**src/rtl/pll_srch_pkg.sv**
```systemverilog
package pll_srch_pkg;
    localparam int unsigned FW     = 32;
    localparam int unsigned M_W    = 4;
    localparam int unsigned N_W    = 7;
    localparam int unsigned E_W    = 2;

    localparam logic [FW-1:0] REF_LO_HZ  = 32'd12_000_000;
    localparam logic [FW-1:0] REF_HI_HZ  = 32'd192_000_000;
    localparam logic [FW-1:0] PFD_LO_HZ  = 32'd12_000_000;
    localparam logic [FW-1:0] PFD_HI_HZ  = 32'd24_000_000;
    localparam logic [FW-1:0] VCO_LO_HZ  = 32'd900_000_000;
    localparam logic [FW-1:0] VCO_HI_HZ  = 32'd1_800_000_000;
    localparam logic [FW-1:0] E0_CAP_HZ  = 32'd1_039_500_000;

    localparam logic [M_W-1:0] M_CAP   = 4'd8;
    localparam logic [N_W-1:0] N_FLOOR = 7'd60;
    localparam logic [N_W-1:0] N_CAP   = 7'd120;
    localparam logic [E_W-1:0] E_END   = 2'd3;
    localparam logic [FW-1:0]  SER_DIV = 32'd7;

    typedef enum logic [3:0] {
        ST_IDLE, ST_SRC, ST_MLO, ST_MHI, ST_MCHK, ST_FPFD, ST_NLO,
        ST_NHI, ST_NCHK, ST_ECHK, ST_F7, ST_DIVR, ST_QUO, ST_DONE
    } srch_st_e;
endpackage

```
**src/rtl/pll_srch_div.sv**
```systemverilog
module pll_srch_div #(
    parameter int unsigned W    = 32,
    parameter int unsigned STEP = 8
) (
    input  logic         clk,
    input  logic         rst_n,
    input  logic         go,
    input  logic [W-1:0] num,
    input  logic [W-1:0] den,
    output logic         vld,
    output logic [W-1:0] quo
);
    localparam int unsigned CYC = W / STEP;
    localparam int unsigned CW  = $clog2(CYC + 1);

    typedef struct packed {
        logic          busy;
        logic          vld;
        logic [CW-1:0] cnt;
        logic [W:0]    rem;
        logic [W-1:0]  quo;
        logic [W-1:0]  den;
    } dv_t;

    dv_t dv_d, dv_q;

    always_comb begin
        logic [W:0]   r;
        logic [W-1:0] qq;
        dv_d     = dv_q;
        dv_d.vld = 1'b0;
        r        = dv_q.rem;
        qq       = dv_q.quo;
        if (dv_q.busy) begin
            for (int i = 0; i < STEP; i++) begin
                r  = {r[W-1:0], qq[W-1]};
                qq = {qq[W-2:0], 1'b0};
                if (r >= {1'b0, dv_q.den}) begin
                    r     = r - {1'b0, dv_q.den};
                    qq[0] = 1'b1;
                end
            end
            dv_d.rem = r;
            dv_d.quo = qq;
            dv_d.cnt = dv_q.cnt - 1'b1;
            if (dv_q.cnt == CW'(1)) begin
                dv_d.busy = 1'b0;
                dv_d.vld  = 1'b1;
            end
        end else if (go) begin
            dv_d.busy = 1'b1;
            dv_d.rem  = '0;
            dv_d.quo  = num;
            dv_d.den  = den;
            dv_d.cnt  = CW'(CYC);
        end
    end

    always_ff @(posedge clk) begin
        if (!rst_n) dv_q <= '0;
        else        dv_q <= dv_d;
    end

    assign vld = dv_q.vld;
    assign quo = dv_q.quo;
endmodule

```
**src/rtl/pll_srch_pack.sv**
```systemverilog
module pll_srch_pack
    import pll_srch_pkg::*;
#(
    parameter int unsigned SRC_W = 2,
    parameter int unsigned DIV_W = 10
) (
    input  logic             found,
    input  logic             dot,
    input  logic [SRC_W-1:0] src,
    input  logic [M_W-1:0]   m,
    input  logic [N_W-1:0]   n,
    input  logic [E_W-1:0]   e,
    input  logic [DIV_W-1:0] dv,
    output logic [FW-1:0]    pll_word,
    output logic [FW-1:0]    div_word
);
    localparam int unsigned M_FLD = 3;
    localparam int unsigned P_SRC = 1;
    localparam int unsigned P_N   = P_SRC + SRC_W;
    localparam int unsigned P_M   = P_N + N_W;
    localparam int unsigned P_EON = P_M + M_FLD;
    localparam int unsigned P_E   = P_EON + 1;
    localparam int unsigned P_DOT = P_E + E_W;

    always_comb begin
        logic [M_W-1:0] m1;
        logic [E_W-1:0] e1;
        m1       = m - 1'b1;
        e1       = e - 1'b1;
        pll_word = '0;
        div_word = '0;
        if (found) begin
            pll_word[0]              = 1'b1;
            pll_word[P_SRC +: SRC_W] = src;
            pll_word[P_N +: N_W]     = n - 1'b1;
            pll_word[P_M +: M_FLD]   = m1[M_FLD-1:0];
            pll_word[P_DOT]          = dot;
            if (e != '0) begin
                pll_word[P_EON]      = 1'b1;
                pll_word[P_E +: E_W] = e1;
            end
            if (dv > DIV_W'(1)) begin
                div_word[DIV_W-1:0] = dv - 1'b1;
                div_word[DIV_W]     = 1'b1;
                div_word[DIV_W+1]   = 1'b1;
            end
        end
    end
endmodule

```
**src/rtl/pll_search.sv**
```systemverilog
module pll_search
    import pll_srch_pkg::*;
#(
    parameter int unsigned NSRC       = 3,
    parameter int unsigned DIV_W      = 10,
    parameter int unsigned STEP_BITS  = 8,
    parameter logic [31:0] MIN_TGT_HZ = 32'd5_000_000,
    parameter logic [31:0] MAX_TGT_HZ = 32'd148_500_000,
    localparam int unsigned SRC_W     = $clog2(NSRC + 1)
) (
    input  logic                clk,
    input  logic                rst_n,
    input  logic                start,
    input  logic [31:0]         target_hz,
    input  logic                dot_only,
    input  logic [NSRC*32-1:0]  src_hz,
    input  logic [NSRC-1:0]     src_vld,
    output logic                done,
    output logic                found,
    output logic [SRC_W-1:0]    sel_src,
    output logic [3:0]          m_out,
    output logic [6:0]          n_out,
    output logic [1:0]          e_out,
    output logic [DIV_W-1:0]    div_out,
    output logic [31:0]         err_hz,
    output logic [31:0]         pll_word,
    output logic [31:0]         div_word
);
    localparam int unsigned NSLOT = 2 ** SRC_W;

    typedef struct packed {
        srch_st_e         st;
        logic [SRC_W-1:0] src;
        logic             dot;
        logic [FW-1:0]    tgt;
        logic [FW-1:0]    fin;
        logic [M_W-1:0]   mm;
        logic [M_W-1:0]   m_hi;
        logic [FW-1:0]    fpfd;
        logic [N_W-1:0]   nn;
        logic [N_W-1:0]   n_hi;
        logic [E_W-1:0]   ee;
        logic [FW-1:0]    fout;
        logic [DIV_W-1:0] dv;
        logic             found;
        logic [SRC_W-1:0] b_src;
        logic [M_W-1:0]   b_m;
        logic [N_W-1:0]   b_n;
        logic [E_W-1:0]   b_e;
        logic [DIV_W-1:0] b_dv;
        logic [FW-1:0]    b_err;
    } srch_t;

    srch_t st_d, st_q;

    logic [FW-1:0] src_arr [NSLOT];
    logic          vld_arr [NSLOT];

    for (genvar g = 0; g < NSLOT; g++) begin : g_slot
        if (g < NSRC) begin : g_real
            assign src_arr[g] = src_hz[g*FW +: FW];
            assign vld_arr[g] = src_vld[g];
        end else begin : g_pad
            assign src_arr[g] = '0;
            assign vld_arr[g] = 1'b0;
        end
    end

    logic          dgo, dvld;
    logic [FW-1:0] dnum, dden, dquo;

    pll_srch_div #(.W(FW), .STEP(STEP_BITS)) div_i (
        .clk (clk), .rst_n(rst_n), .go(dgo), .num(dnum), .den(dden),
        .vld (dvld), .quo(dquo)
    );

    always_comb begin
        logic [FW-1:0] fvco, fo, fcur, dsel, absd;
        st_d = st_q;
        dgo  = 1'b0;
        dnum = '0;
        dden = 32'd1;
        fvco = st_q.fpfd * {{(FW-N_W){1'b0}}, st_q.nn};
        fo   = fvco >> st_q.ee;
        fcur = src_arr[st_q.src];
        dsel = (dquo == '0) ? 32'd1 : dquo;
        absd = (dquo >= st_q.tgt) ? dquo - st_q.tgt : st_q.tgt - dquo;
        unique case (st_q.st)
            ST_IDLE: if (start) begin
                st_d       = '0;
                st_d.st    = ST_SRC;
                st_d.dot   = dot_only;
                st_d.b_err = '1;
                st_d.tgt   = (target_hz < MIN_TGT_HZ) ? MIN_TGT_HZ :
                             (target_hz > MAX_TGT_HZ) ? MAX_TGT_HZ : target_hz;
            end
            ST_SRC: begin
                if (st_q.src == SRC_W'(NSRC)) begin
                    st_d.st = ST_DONE;
                end else if (!vld_arr[st_q.src] || fcur < REF_LO_HZ || fcur > REF_HI_HZ) begin
                    st_d.src = st_q.src + 1'b1;
                end else begin
                    st_d.fin = fcur;
                    dgo      = 1'b1;
                    dnum     = fcur + PFD_HI_HZ - 32'd1;
                    dden     = PFD_HI_HZ;
                    st_d.st  = ST_MLO;
                end
            end
            ST_MLO: if (dvld) begin
                st_d.mm = (dquo == '0) ? M_W'(1) : dquo[M_W-1:0];
                dgo     = 1'b1;
                dnum    = st_q.fin;
                dden    = PFD_LO_HZ;
                st_d.st = ST_MHI;
            end
            ST_MHI: if (dvld) begin
                st_d.m_hi = (dquo > {{(FW-M_W){1'b0}}, M_CAP}) ? M_CAP : dquo[M_W-1:0];
                st_d.st   = ST_MCHK;
            end
            ST_MCHK: begin
                if (st_q.mm > st_q.m_hi) begin
                    st_d.src = st_q.src + 1'b1;
                    st_d.st  = ST_SRC;
                end else begin
                    dgo     = 1'b1;
                    dnum    = st_q.fin;
                    dden    = {{(FW-M_W){1'b0}}, st_q.mm};
                    st_d.st = ST_FPFD;
                end
            end
            ST_FPFD: if (dvld) begin
                st_d.fpfd = dquo;
                dgo       = 1'b1;
                dnum      = VCO_LO_HZ + dquo - 32'd1;
                dden      = dquo;
                st_d.st   = ST_NLO;
            end
            ST_NLO: if (dvld) begin
                st_d.nn = (dquo < {{(FW-N_W){1'b0}}, N_FLOOR}) ? N_FLOOR : dquo[N_W-1:0];
                dgo     = 1'b1;
                dnum    = VCO_HI_HZ;
                dden    = st_q.fpfd;
                st_d.st = ST_NHI;
            end
            ST_NHI: if (dvld) begin
                st_d.n_hi = (dquo > {{(FW-N_W){1'b0}}, N_CAP}) ? N_CAP : dquo[N_W-1:0];
                st_d.st   = ST_NCHK;
            end
            ST_NCHK: begin
                if (st_q.nn >= st_q.n_hi) begin
                    st_d.mm = st_q.mm + 1'b1;
                    st_d.st = ST_MCHK;
                end else begin
                    st_d.ee = (fvco > E0_CAP_HZ) ? E_W'(1) : E_W'(0);
                    st_d.st = ST_ECHK;
                end
            end
            ST_ECHK: begin
                if (st_q.ee == E_END) begin
                    st_d.nn = st_q.nn + 1'b1;
                    st_d.st = ST_NCHK;
                end else if (st_q.dot) begin
                    st_d.fout = fo;
                    dgo       = 1'b1;
                    dnum      = fo + (st_q.tgt >> 1);
                    dden      = st_q.tgt;
                    st_d.st   = ST_DIVR;
                end else begin
                    dgo     = 1'b1;
                    dnum    = fo;
                    dden    = SER_DIV;
                    st_d.st = ST_F7;
                end
            end
            ST_F7: if (dvld) begin
                st_d.fout = dquo;
                dgo       = 1'b1;
                dnum      = dquo + (st_q.tgt >> 1);
                dden      = st_q.tgt;
                st_d.st   = ST_DIVR;
            end
            ST_DIVR: if (dvld) begin
                st_d.dv = dsel[DIV_W-1:0];
                dgo     = 1'b1;
                dnum    = st_q.fout;
                dden    = dsel;
                st_d.st = ST_QUO;
            end
            ST_QUO: if (dvld) begin
                st_d.ee = st_q.ee + 1'b1;
                st_d.st = ST_ECHK;
                if (absd < st_q.b_err) begin
                    st_d.found = 1'b1;
                    st_d.b_src = st_q.src;
                    st_d.b_m   = st_q.mm;
                    st_d.b_n   = st_q.nn;
                    st_d.b_e   = st_q.ee;
                    st_d.b_dv  = st_q.dv;
                    st_d.b_err = absd;
                    if (absd == '0) st_d.st = ST_DONE;
                end
            end
            ST_DONE: st_d.st = ST_IDLE;
            default: st_d.st = ST_IDLE;
        endcase
    end

    always_ff @(posedge clk) begin
        if (!rst_n) st_q <= '0;
        else        st_q <= st_d;
    end

    logic idle_w;
    assign idle_w  = (st_q.st == ST_IDLE);
    assign done    = (st_q.st == ST_DONE);
    assign found   = st_q.found;
    assign sel_src = st_q.b_src;
    assign m_out   = st_q.b_m;
    assign n_out   = st_q.b_n;
    assign e_out   = st_q.b_e;
    assign div_out = st_q.b_dv;
    assign err_hz  = st_q.b_err;

    pll_srch_pack #(.SRC_W(SRC_W), .DIV_W(DIV_W)) pack_i (
        .found(st_q.found), .dot(st_q.dot), .src(st_q.b_src), .m(st_q.b_m),
        .n(st_q.b_n), .e(st_q.b_e), .dv(st_q.b_dv),
        .pll_word(pll_word), .div_word(div_word)
    );
endmodule

```
**config.mk**
```make
export PLATFORM = sky130hd
export DESIGN_NAME = pll_search
export DESIGN_NICKNAME = d
export VERILOG_FILES = /design/src/rtl/pll_srch_pkg.sv /design/src/rtl/pll_srch_div.sv /design/src/rtl/pll_srch_pack.sv /design/src/rtl/pll_search.sv
export SDC_FILE = /design/constraint.sdc
export NUM_CORES = 2
export LEC_CHECK = 0
export BUFFER_PORTS_ARGS = -buffer_cell sky130_fd_sc_hd__buf_2
export CAP_MARGIN = 20
export CORE_MARGIN = 5
export CORE_UTILIZATION = 28
export DETAILED_ROUTE_END_ITERATION = 10
export PLACE_DENSITY = 0.55
export SKIP_LAST_GASP = 1
export SLEW_MARGIN = 20
export SYNTH_ARGS = -nofsm -noshare
export SYNTH_HDL_FRONTEND = slang
export SYNTH_SLANG_ARGS = --single-unit
```
**constraint.sdc**
```tcl
create_clock -name clk -period 56.4 [get_ports clk]
set_clock_uncertainty 0.1 [all_clocks]
set_input_delay 5.64 -clock clk [delete_from_list [all_inputs] [get_ports clk]]
set_output_delay 5.64 -clock clk [all_outputs]
set_load 0.005 [all_outputs]
```
==> metrics.yaml <==
yosys:
  synth_area_leader_cell: "dfxtp_1"
  synth_area_leaders: "dfxtp_1 14%, ha_1 13%, fa_1 6.2%"
  async_reset_ff_share_pct: 0
  ys.warnings.count: 0
  synth-compound-area-share_pct: 27.3
  synthMuxAreaShare_pct: 6.57
  syn_inst: 6226
  synthSimpleGateAreaFrac_pct: 18.4
  synth_xor_area_share_pct: 6.97
  synth_top_cell_area_share_pct: 14.0
  synth_top_family_by_area: "compound AO/OA/AOI/OAI gates"
  netlist_area_um2: 46800
  synth-seq-cells: 328
  synthFlopType: "dfxtp_1"
  synth_edf_count: 0
  synthAdderAreaFrac_pct: 18.8
  synth-seq-area-share_pct: 14.0
  yosysMostFrequentCell: "a21oi_1"
  postSynthAreaPerCell_um2: 7.52
  yosysUniqueCellTypes: 103
  synth_commonest_cells: "559 x a21oi_1, 541 x nand2_1, 517 x nor2_1, 473 x ha_1, 430 x inv_1"
clocking:
  cts_hold_buf: 0
  clock_latency_ns: 0.64
  clkSlewWorstSetupHoldPaths_ns: 0.07
  root_buffer: "clkbuf_16"
  clkSinkCount: 328
  clockBufferDepth: 3
  numCtsBuffers: 44
  cts_resized: 0
  cts_setup_buffers: 0
  htreeDepth: 2
  cts_tree: "done"
detailed_routing:
  top_layer: "met5"
  num_vias: 47943
  first_pass_iters: 7
  wl_met1_um: 81900
  met2_length_um: 94100
  postRouteAntennaNets: 0
  vias_per_cell: 5.66
  route.detailed.drc: 0
  drtIter0Drc: 4631
  post_drt_wl_per_cell_um: 24.0
  dr_wl_met3_um: 13400
  totalWireLength_um: 203000
sta:
  rsz0062_at_grt: "no"
  post-route-period-util_pct: 54.5
  tns_ns: 0
  min_period_ns: 30.75
  tightest_slew_ns: 1.21
  setup_viol: 0
  hold_viol: 0
  max_slew_margin_pct: 19.5
  max_clock_freq_mhz: 32.5
  slew_viol_final: 0
floorplan:
  num_io_pins: 258
  coreArea_um2: 167000
  dieArea_um2: 176000
  start_util_pct: 28.1
  rows: 150
  die_x_um: 419
  die_h_um: 419
flow_run:
  maxCapViolations: 0
finish:
  fin_util_pct: 30.9
  synthToLayoutAreaGrowth_pct: 10.0
  drive_gt1_share_pct: 10.8
  nets: 6978
global_route:
  grt_pass1_vias: 45770
  grt_max_degree: 93
  grt-ovfl-total: 0
  grt_pass1_wl_um: 297000
  antenna_found_initial: 7
  grt_usage_pct: 22.1
setup_path:
  cpPeakStageDelay_ns: 0.75
  critPathLaunchType: "flip-flop"
  crit_fanout: 38
  cp_num_buf_inv: 10
  crit_top_cell: "a21oi_1"
  path_class: "flip-flop to flip-flop"
  cp_slowest_cell: "o211a_1"
  critPathCaptureType: "flip-flop"
  critPathArrivalTime_ns: 31.20
  critPathTopFamily: "compound AO/OA/AOI/OAI gates"
  cp.required_ns: 56.85
min_path:
  min_path_type: "flip-flop to flip-flop"
placement:
  io_buffers: 222
  gp_congestion: 0.993
  dpl.hpwl_um: 159000
status:
  status: "finished, final reports clean"
-- cells by family after synthesis --
kind of cell               after synthesis
AOI/OAI and AO/OA                     1928
and+or+nand+nor                       1835
buffers and inverters                  862
adders and majority gates              617
xor gates and xnor gates               373
DFF                                    328
muxes                                  282
other                                    1
-- cell type report --
| class | instances | area, um2 |
|---|---|---|
| Antenna cell | 5 | 12.5 |
| Clock buffer | 57 | 1270 |
| Clock inverter | 25 | 369 |
| Fill cell | 17928 | 115000 |
| Inverter | 435 | 1640 |
| Multi-Input combinational cell | 5070 | 36800 |
| Sequential cell | 328 | 6580 |
| Tap cell | 2204 | 2760 |
| Timing Repair Buffer | 347 | 2060 |
-- per-layer routing --
layer	up-vias	GRT usage, %
met5	-	0
met4	2	12.3
met3	520	3.00
met2	1959	37.1
met1	23109	27.3
li1	22353	-
-- state kept, by name, summed over array words and instances, names as in the netlist --
| name | count |
|---|---|
| e_out | 2 |
| found | 1 |
| st_q | 169 |
| div_i.dv_q | 68 |
| div_i.vld | 1 |
| sel_src | 2 |
| n_out | 7 |
| div_i.quo | 32 |
| div_out | 10 |
| err_hz | 32 |
| m_out | 4 |
-- per-stage QoR --
| stage | setup WS [ns] | instance area, um2 | hold slack [ns] | cells |
|---|---|---|---|---|
| finish | 25.65 | 51500 | 0.372 | 8471 |
| detailed placement | 26.29 | 49900 | 0.366 | 8383 |
| global placement | 27.01 | 49800 | 0.360 | 8382 |
| CTS | 26.15 | 51500 | 0.376 | 8465 |
| global route | 23.55 | 51500 | 0.395 | 8468 |
| floorplan | 31.44 | 47000 | 0.332 | 6260 |
-- worst paths after layout --
check	startpoint	end	slack [ns]	depth (start not counted)
max	div_i.dv_q[1]$_SDFFE_PN0P_	div_i.dv_q[95]$_SDFFE_PN0P_	25.65	111
min reg2reg	st_q[107]$_SDFFE_PN0P_	st_q[107]$_SDFFE_PN0P_	0.37	2
max reg2reg	div_i.dv_q[1]$_SDFFE_PN0P_	div_i.dv_q[95]$_SDFFE_PN0P_	25.65	111
min	st_q[107]$_SDFFE_PN0P_	st_q[107]$_SDFFE_PN0P_	0.37	2
-- placed cells by master (no fill, tap or decap), types with 144 or more instances in the layout --
| cell | netlist | routed |
|---|---|---|
| nor2_1 | 517 | 509 |
| fa_1 | 144 | 144 |
| a21o_1 | 189 | 189 |
| inv_1 | 430 | 429 |
| a21oi_1 | 559 | 559 |
| dfxtp_1 | 328 | 323 |
| xnor2_1 | 251 | 251 |
| buf_2 | 17 | 222 |
| o21ai_0 | 341 | 341 |
| nand2_1 | 541 | 540 |
| ha_1 | 473 | 473 |
-- worst min-delay path, cell delays in order, from the launching register on --
cell and delay (ns):
dfxtp_1 0.31, nand2_1 0.05, a221oi_1 0.06
Power is left out: the tool's default activity adds up to more than one toggle a clock period on the data nets, which glitch-free logic cannot reach.
